[src/rtl/addr_dec_pkg.sv]
package addr_dec_pkg;

    localparam int ADDR_W    = 32;
    localparam int PAGE_W    = 12;   // 1 MB pages: addr[31:20]
    localparam int REGION_W  = 10;   // 4 MB regions: addr[31:22]
    localparam int SIZE_W    = 3;
    localparam int MAX_LOG   = 4;    // 16 MB largest chip-select window

    typedef logic [PAGE_W-1:0] page_t;

    typedef enum logic [1:0] {
        RG_LOW    = 2'd0,
        RG_EXT    = 2'd1,
        RG_PERIPH = 2'd2
    } region_e;

    typedef struct packed {
        logic sel_int;
        logic sel_ext;
        logic sel_periph;
        logic abort;
    } dec_flags_t;

    function automatic region_e classify(input logic [ADDR_W-1:0] a);
        if (a[ADDR_W-1 -: REGION_W] == '0)
            return RG_LOW;
        else if (a[ADDR_W-1 -: REGION_W] == '1)
            return RG_PERIPH;
        else
            return RG_EXT;
    endfunction

    // Window test: compare the page bits above the window size.
    function automatic logic window_hit(input page_t page, input page_t base,
                                        input logic [SIZE_W-1:0] code);
        int unsigned k;
        k = (code > SIZE_W'(MAX_LOG)) ? MAX_LOG : int'(code);
        return (page >> k) == (base >> k);
    endfunction

endpackage

[src/rtl/addr_remap_state.sv]
module addr_remap_state (
    input  logic clk,
    input  logic rst,
    input  logic wr_i,
    input  logic bit_i,
    output logic remapped_o
);
    always_ff @(posedge clk) begin
        if (rst)
            remapped_o <= 1'b0;
        else if (wr_i && bit_i)
            remapped_o <= 1'b1;
    end
endmodule

[src/rtl/addr_cs_match.sv]
module addr_cs_match
    import addr_dec_pkg::*;
#(
    parameter int NUM_CS = 8,
    localparam int IDX_W = (NUM_CS > 1) ? $clog2(NUM_CS) : 1
) (
    input  page_t                          page_i,
    input  logic [NUM_CS-1:0]              elig_i,
    input  logic [NUM_CS-1:0][PAGE_W-1:0]  base_i,
    input  logic [NUM_CS-1:0][SIZE_W-1:0]  size_i,
    output logic                           hit_o,
    output logic [IDX_W-1:0]               idx_o
);
    logic [NUM_CS-1:0] hits;

    for (genvar g = 0; g < NUM_CS; g++) begin : g_win
        assign hits[g] = elig_i[g] && window_hit(page_i, base_i[g], size_i[g]);
    end

    // Lowest index has priority.
    always_comb begin
        hit_o = 1'b0;
        idx_o = '0;
        for (int i = NUM_CS - 1; i >= 0; i--) begin
            if (hits[i]) begin
                hit_o = 1'b1;
                idx_o = IDX_W'(i);
            end
        end
    end
endmodule

[src/rtl/addr_decoder.sv]
module addr_decoder
    import addr_dec_pkg::*;
#(
    parameter int NUM_CS = 8,
    localparam int IDX_W = (NUM_CS > 1) ? $clog2(NUM_CS) : 1
) (
    input  logic                          clk,
    input  logic                          rst,
    input  logic [ADDR_W-1:0]             addr_i,
    input  logic                          valid_i,
    input  logic                          remap_wr_i,
    input  logic                          remap_bit_i,
    input  logic [NUM_CS-1:0]             cs_en_i,
    input  logic [NUM_CS-1:0][PAGE_W-1:0] cs_base_i,
    input  logic [NUM_CS-1:0][SIZE_W-1:0] cs_size_i,
    output logic                          sel_int_o,
    output logic                          sel_ext_o,
    output logic                          sel_periph_o,
    output logic [IDX_W-1:0]              cs_idx_o,
    output logic                          remapped_o,
    output logic                          abort_o
);
    localparam logic [NUM_CS-1:0] BOOT_ONLY = NUM_CS'(1);

    logic              remap_q;
    logic [NUM_CS-1:0] elig;
    logic              cs_hit;
    logic [IDX_W-1:0]  cs_idx;
    region_e           region;
    dec_flags_t        flags_d, flags_q;
    logic [IDX_W-1:0]  idx_d, idx_q;

    addr_remap_state u_remap (
        .clk       (clk),
        .rst       (rst),
        .wr_i      (remap_wr_i),
        .bit_i     (remap_bit_i),
        .remapped_o(remap_q)
    );

    assign elig = remap_q ? cs_en_i : (cs_en_i & BOOT_ONLY);

    addr_cs_match #(.NUM_CS(NUM_CS)) u_match (
        .page_i (addr_i[ADDR_W-1 -: PAGE_W]),
        .elig_i (elig),
        .base_i (cs_base_i),
        .size_i (cs_size_i),
        .hit_o  (cs_hit),
        .idx_o  (cs_idx)
    );

    assign region = classify(addr_i);

    always_comb begin
        flags_d = '0;
        idx_d   = '0;
        if (valid_i) begin
            unique case (region)
                RG_LOW: begin
                    if (remap_q) flags_d.sel_int = 1'b1;
                    else         flags_d.sel_ext = 1'b1;   // boot device, index 0
                end
                RG_PERIPH: flags_d.sel_periph = 1'b1;
                default: begin
                    if (cs_hit) begin
                        flags_d.sel_ext = 1'b1;
                        idx_d           = cs_idx;
                    end else begin
                        flags_d.abort = 1'b1;
                    end
                end
            endcase
        end
    end

    always_ff @(posedge clk) begin
        if (rst) begin
            flags_q <= '0;
            idx_q   <= '0;
        end else begin
            flags_q <= flags_d;
            idx_q   <= idx_d;
        end
    end

    assign sel_int_o    = flags_q.sel_int;
    assign sel_ext_o    = flags_q.sel_ext;
    assign sel_periph_o = flags_q.sel_periph;
    assign abort_o      = flags_q.abort;
    assign cs_idx_o     = idx_q;
    assign remapped_o   = remap_q;
endmodule

[config.mk]
export PLATFORM = sky130hd
export DESIGN_NAME = addr_decoder
export DESIGN_NICKNAME = d
export VERILOG_FILES = /design/src/rtl/addr_dec_pkg.sv /design/src/rtl/addr_remap_state.sv /design/src/rtl/addr_cs_match.sv /design/src/rtl/addr_decoder.sv
export SDC_FILE = /design/constraint.sdc
export NUM_CORES = 1
export LEC_CHECK = 0
export BUFFER_PORTS_ARGS = -buffer_cell sky130_fd_sc_hd__buf_2
export CAP_MARGIN = 0
export CORE_ASPECT_RATIO = 1.25
export CORE_MARGIN = 1.5
export CORE_UTILIZATION = 38
export CTS_BUF_LIST = sky130_fd_sc_hd__clkbuf_4 sky130_fd_sc_hd__clkbuf_8 sky130_fd_sc_hd__clkbuf_16
export DETAILED_ROUTE_END_ITERATION = 16
export PLACE_DENSITY = 0.81
export SKIP_LAST_GASP = 1
export SLEW_MARGIN = 30
export SYNTH_ARGS = -nofsm -noshare
export SYNTH_HDL_FRONTEND = slang
export SYNTH_SLANG_ARGS = --single-unit
[constraint.sdc]
create_clock -name clk -period 2.3 [get_ports clk]
set_input_delay 0.115 -clock clk [delete_from_list [all_inputs] [get_ports clk]]
set_output_delay 0.115 -clock clk [all_outputs]
set_load 0.02 [all_outputs]
==> flow_metrics.tcl <==
set metrics [dict create \
    outcome "finished, final reports clean" \
    slowest_delay_ns 0.55 \
    power.share.combinational_pct 58.5 \
    hold_buffers 0 \
    antenna_found_initial 0 \
    yosysTopAreaCellShare_pct 25.3 \
    p_sw_uw 277 \
    synth-edff-count 0 \
    cts_tree "built" \
    crit_required_ns 2.46 \
    max_slew.worst_pin.slew_ns 0.580 \
    synth_warnings 0 \
    maxCapViolCount 0 \
    drt_iter0_drc 32 \
    place_inst 450 \
    worstSetupStartpointType "input port" \
    drc 0 \
    fp.dieH_um 82.1 \
    cp_cell_sequence "buf_2 -> nor2b_1 -> mux2_4 -> o32ai_2 -> a31oi_1 -> or4_4 -> nor3b_2 -> a31oi_1 -> o21bai_1" \
    ir_worst_vdd_uv 194 \
    netlist_instances 246 \
    cts_resized 0 \
    maxSlewHeadroom_pct 60.3 \
    most-common-layout-cells "buf_2 (152), xor2_1 (55), xnor2_1 (40)" \
    dieArea_sq_mm 0.00545 \
    fin_crit_sh_pct 84.4 \
    synth-seq-cells 8 \
    internal_power_uw 486 \
    grt_pass1_wl_um 9800 \
    finalHoldViolations 0 \
    clock_latency_ns 0.23 \
    overflow 0 \
    clkSinkCount 8 \
    synth_largest_area_cell "xor2_1" \
    ys_types 41 \
    fillers 464 \
    coreArea_sq_mm 0.00476 \
    cts-root-buf "clkbuf_8" \
    initial_core_util_pct 40.0 \
    path_clk_slew_ns 0.04 \
    synth_nets 411 \
    maxClockFrequency_mhz 515 \
    r2r_cells 6 \
    setup_tns_ns 0 \
    cts-buffers-inserted 3 \
    clock_path_buffers 2 \
    vias 2262 \
    slowest_stage "or4_4" \
    dp_hpwl_um 5560 \
    reg2reg_from "u_remap.remapped_o" \
    ios 173 \
    postLayoutCoreUtil_pct 57.5 \
    crit_arrival_ns 2.10 \
    stdcell_count 453 \
    hold_path.startpoint "rst" \
    whs_ns 0.0810 \
    synth.area.top_cells "xor2_1 (25%), xnor2_1 (18%), dfxtp_1 (8.4%)" \
    crit_fanout 5 \
    setup_viol 0 \
    reg2reg_to "sel_ext_o" \
    seq_area_frac_synth_pct 8.41 \
    place_congestion 0.833 \
    min_period_ns 1.94 \
    synth-main-ff-cell "dfxtp_1" \
    h-tree-depth 1 \
    grt_setup_unrepaired "no" \
    p_leak_uw 0.00135 \
    min_path_type "in2reg" \
    rows 28 \
    reg2reg_slack_ns 0.44 \
    drive_above_1_share_pct 42.2 \
    diodes 0 \
    viasPerCell 4.99 \
    clock_skew_ns 0.000423 \
    power_uw 763 \
    nets 560 \
    wl_per_cell_um 14.2 \
    final_common_cell "buf_2" \
    maxSlewViolCount 0 \
    firstDrtPassIters 4 \
    die_w_um 66.3 \
    seqPwrFrac_pct 19.1 \
    clkPwrFrac_pct 22.4 \
    grt_pass1_vias 2263 \
    cp-end-kind "flop" \
    grt_usage_pct 23.4 \
    critPathMostFrequentCell "a31oi_1" \
    async_flop_share_pct 0 \
    swShare_pct 36.3 \
    hold_end "u_remap.remapped_o" \
    syn2layout_area_growth_pct 43.9 \
    post_cts_buffers 0 \
    routed_wl_um 6430 \
    syn_area_per_cell_sq_um 7.74 \
    io_buffers 152 \
    min_path_cells 2 \
    critical_path_class "in2reg" \
    final_antenna_net_count 0 \
    powerDensity_mw_per_mm2 278 \
    grt_max_degree 12 \
    synth_area_sq_mm 0.00190 \
]
-- critical path, delay by kind of cell --
kind                   cells  cell delay [ns]
multiplexers               1             0.34
buffers and inverters      1             0.12
AND/OR/NAND/NOR            3             1.00
AO/OA/AOI/OAI              4             0.53
-- power groups by stage --
stage | Clock (uW) | Combinational, uW | Sequential [uW]
6_report | 171 | 446 | 146
5_1_grt | 180 | 492 | 146
4_1_cts | 173 | 449 | 146
3_5_place_dp | 0 | 447 | 148
3_3_place_gp | 0 | 435 | 148
2_1_floorplan | 0 | 261 | 147
-- cell type report --
cell class              instances  area [sq um]  share of cell area (%)
multi-input cells             224          1660                    60.5
clock buffers                   3          41.3                    1.51
well taps                      60          75.1                    2.74
repair buffers                158           806                    29.4
flip-flops and latches          8           160                    5.84
-- worst max path at each step --
stage | slack, ns | end | from | cells past startpoint
3_5_place_dp | 0.13 | sel_ext_o | cs_size_i[14] | 9
4_1_cts | 0.36 | sel_ext_o | cs_size_i[14] | 9
5_1_grt | 0.29 | sel_ext_o | cs_size_i[14] | 9
6_report | 0.36 | sel_ext_o | cs_size_i[14] | 9
3_3_place_gp | 0.18 | sel_ext_o | cs_size_i[14] | 9
2_1_floorplan | 0.39 | sel_ext_o | cs_size_i[12] | 9
-- routing by layer --
layer  global-route usage (%)  up-vias  routed length, um
li1                         -     1148                  -
met4                     4.90        0                 53
met2                     47.1      101               3440
met1                     25.5     1009               2540
met3                     2.98        4                396
met5                        0        -                  0
-- per-stage QoR --
stage	area [sq um]	worst slack [ns]
global route	2740	0.289
CTS	2740	0.362
detailed placement	2700	0.132
finish	2740	0.360
floorplan	1900	0.389
global placement	2700	0.177
-- kinds of logic (layout without fill, tap and decap cells) --
group | Yosys count | count (layout) | share of synthesized area (%)
flip-flops | 8 | 8 | 8.41
AND/OR/NAND/NOR | 81 | 81 | 22.9
buffers and inverters | 14 | 161 | 4.53
XOR/XNOR | 96 | 96 | 44.5
AO/OA/AOI/OAI | 34 | 34 | 12.5
multiplexers | 13 | 13 | 7.10
-- cells in the mapped netlist (2+ instances only) --
master and count:
nor4_1 7, a21oi_1 9, buf_6 3, clkbuf_1 6
a2111oi_0 4, nor2b_1 6, nor2_1 10, a211oi_1 2
xor2_1 55, o21ai_0 3, nand2_1 18, buf_2 3
nand3_1 9, dfxtp_1 8, nand4_1 7, o211a_1 2
nand2b_1 9, o21a_1 2, buf_4 2, mux2i_1 12
xnor2_1 40, or4_1 2, nor3_1 5, a31oi_1 5
-- flip-flops by register name, summed over array words and instances, names as in the netlist --
name                count
sel_int_o               1
sel_periph_o            1
sel_ext_o               1
u_remap.remapped_o      1
abort_o                 1
cs_idx_o                3
Note: power is estimated with default switching activity, not from simulation.
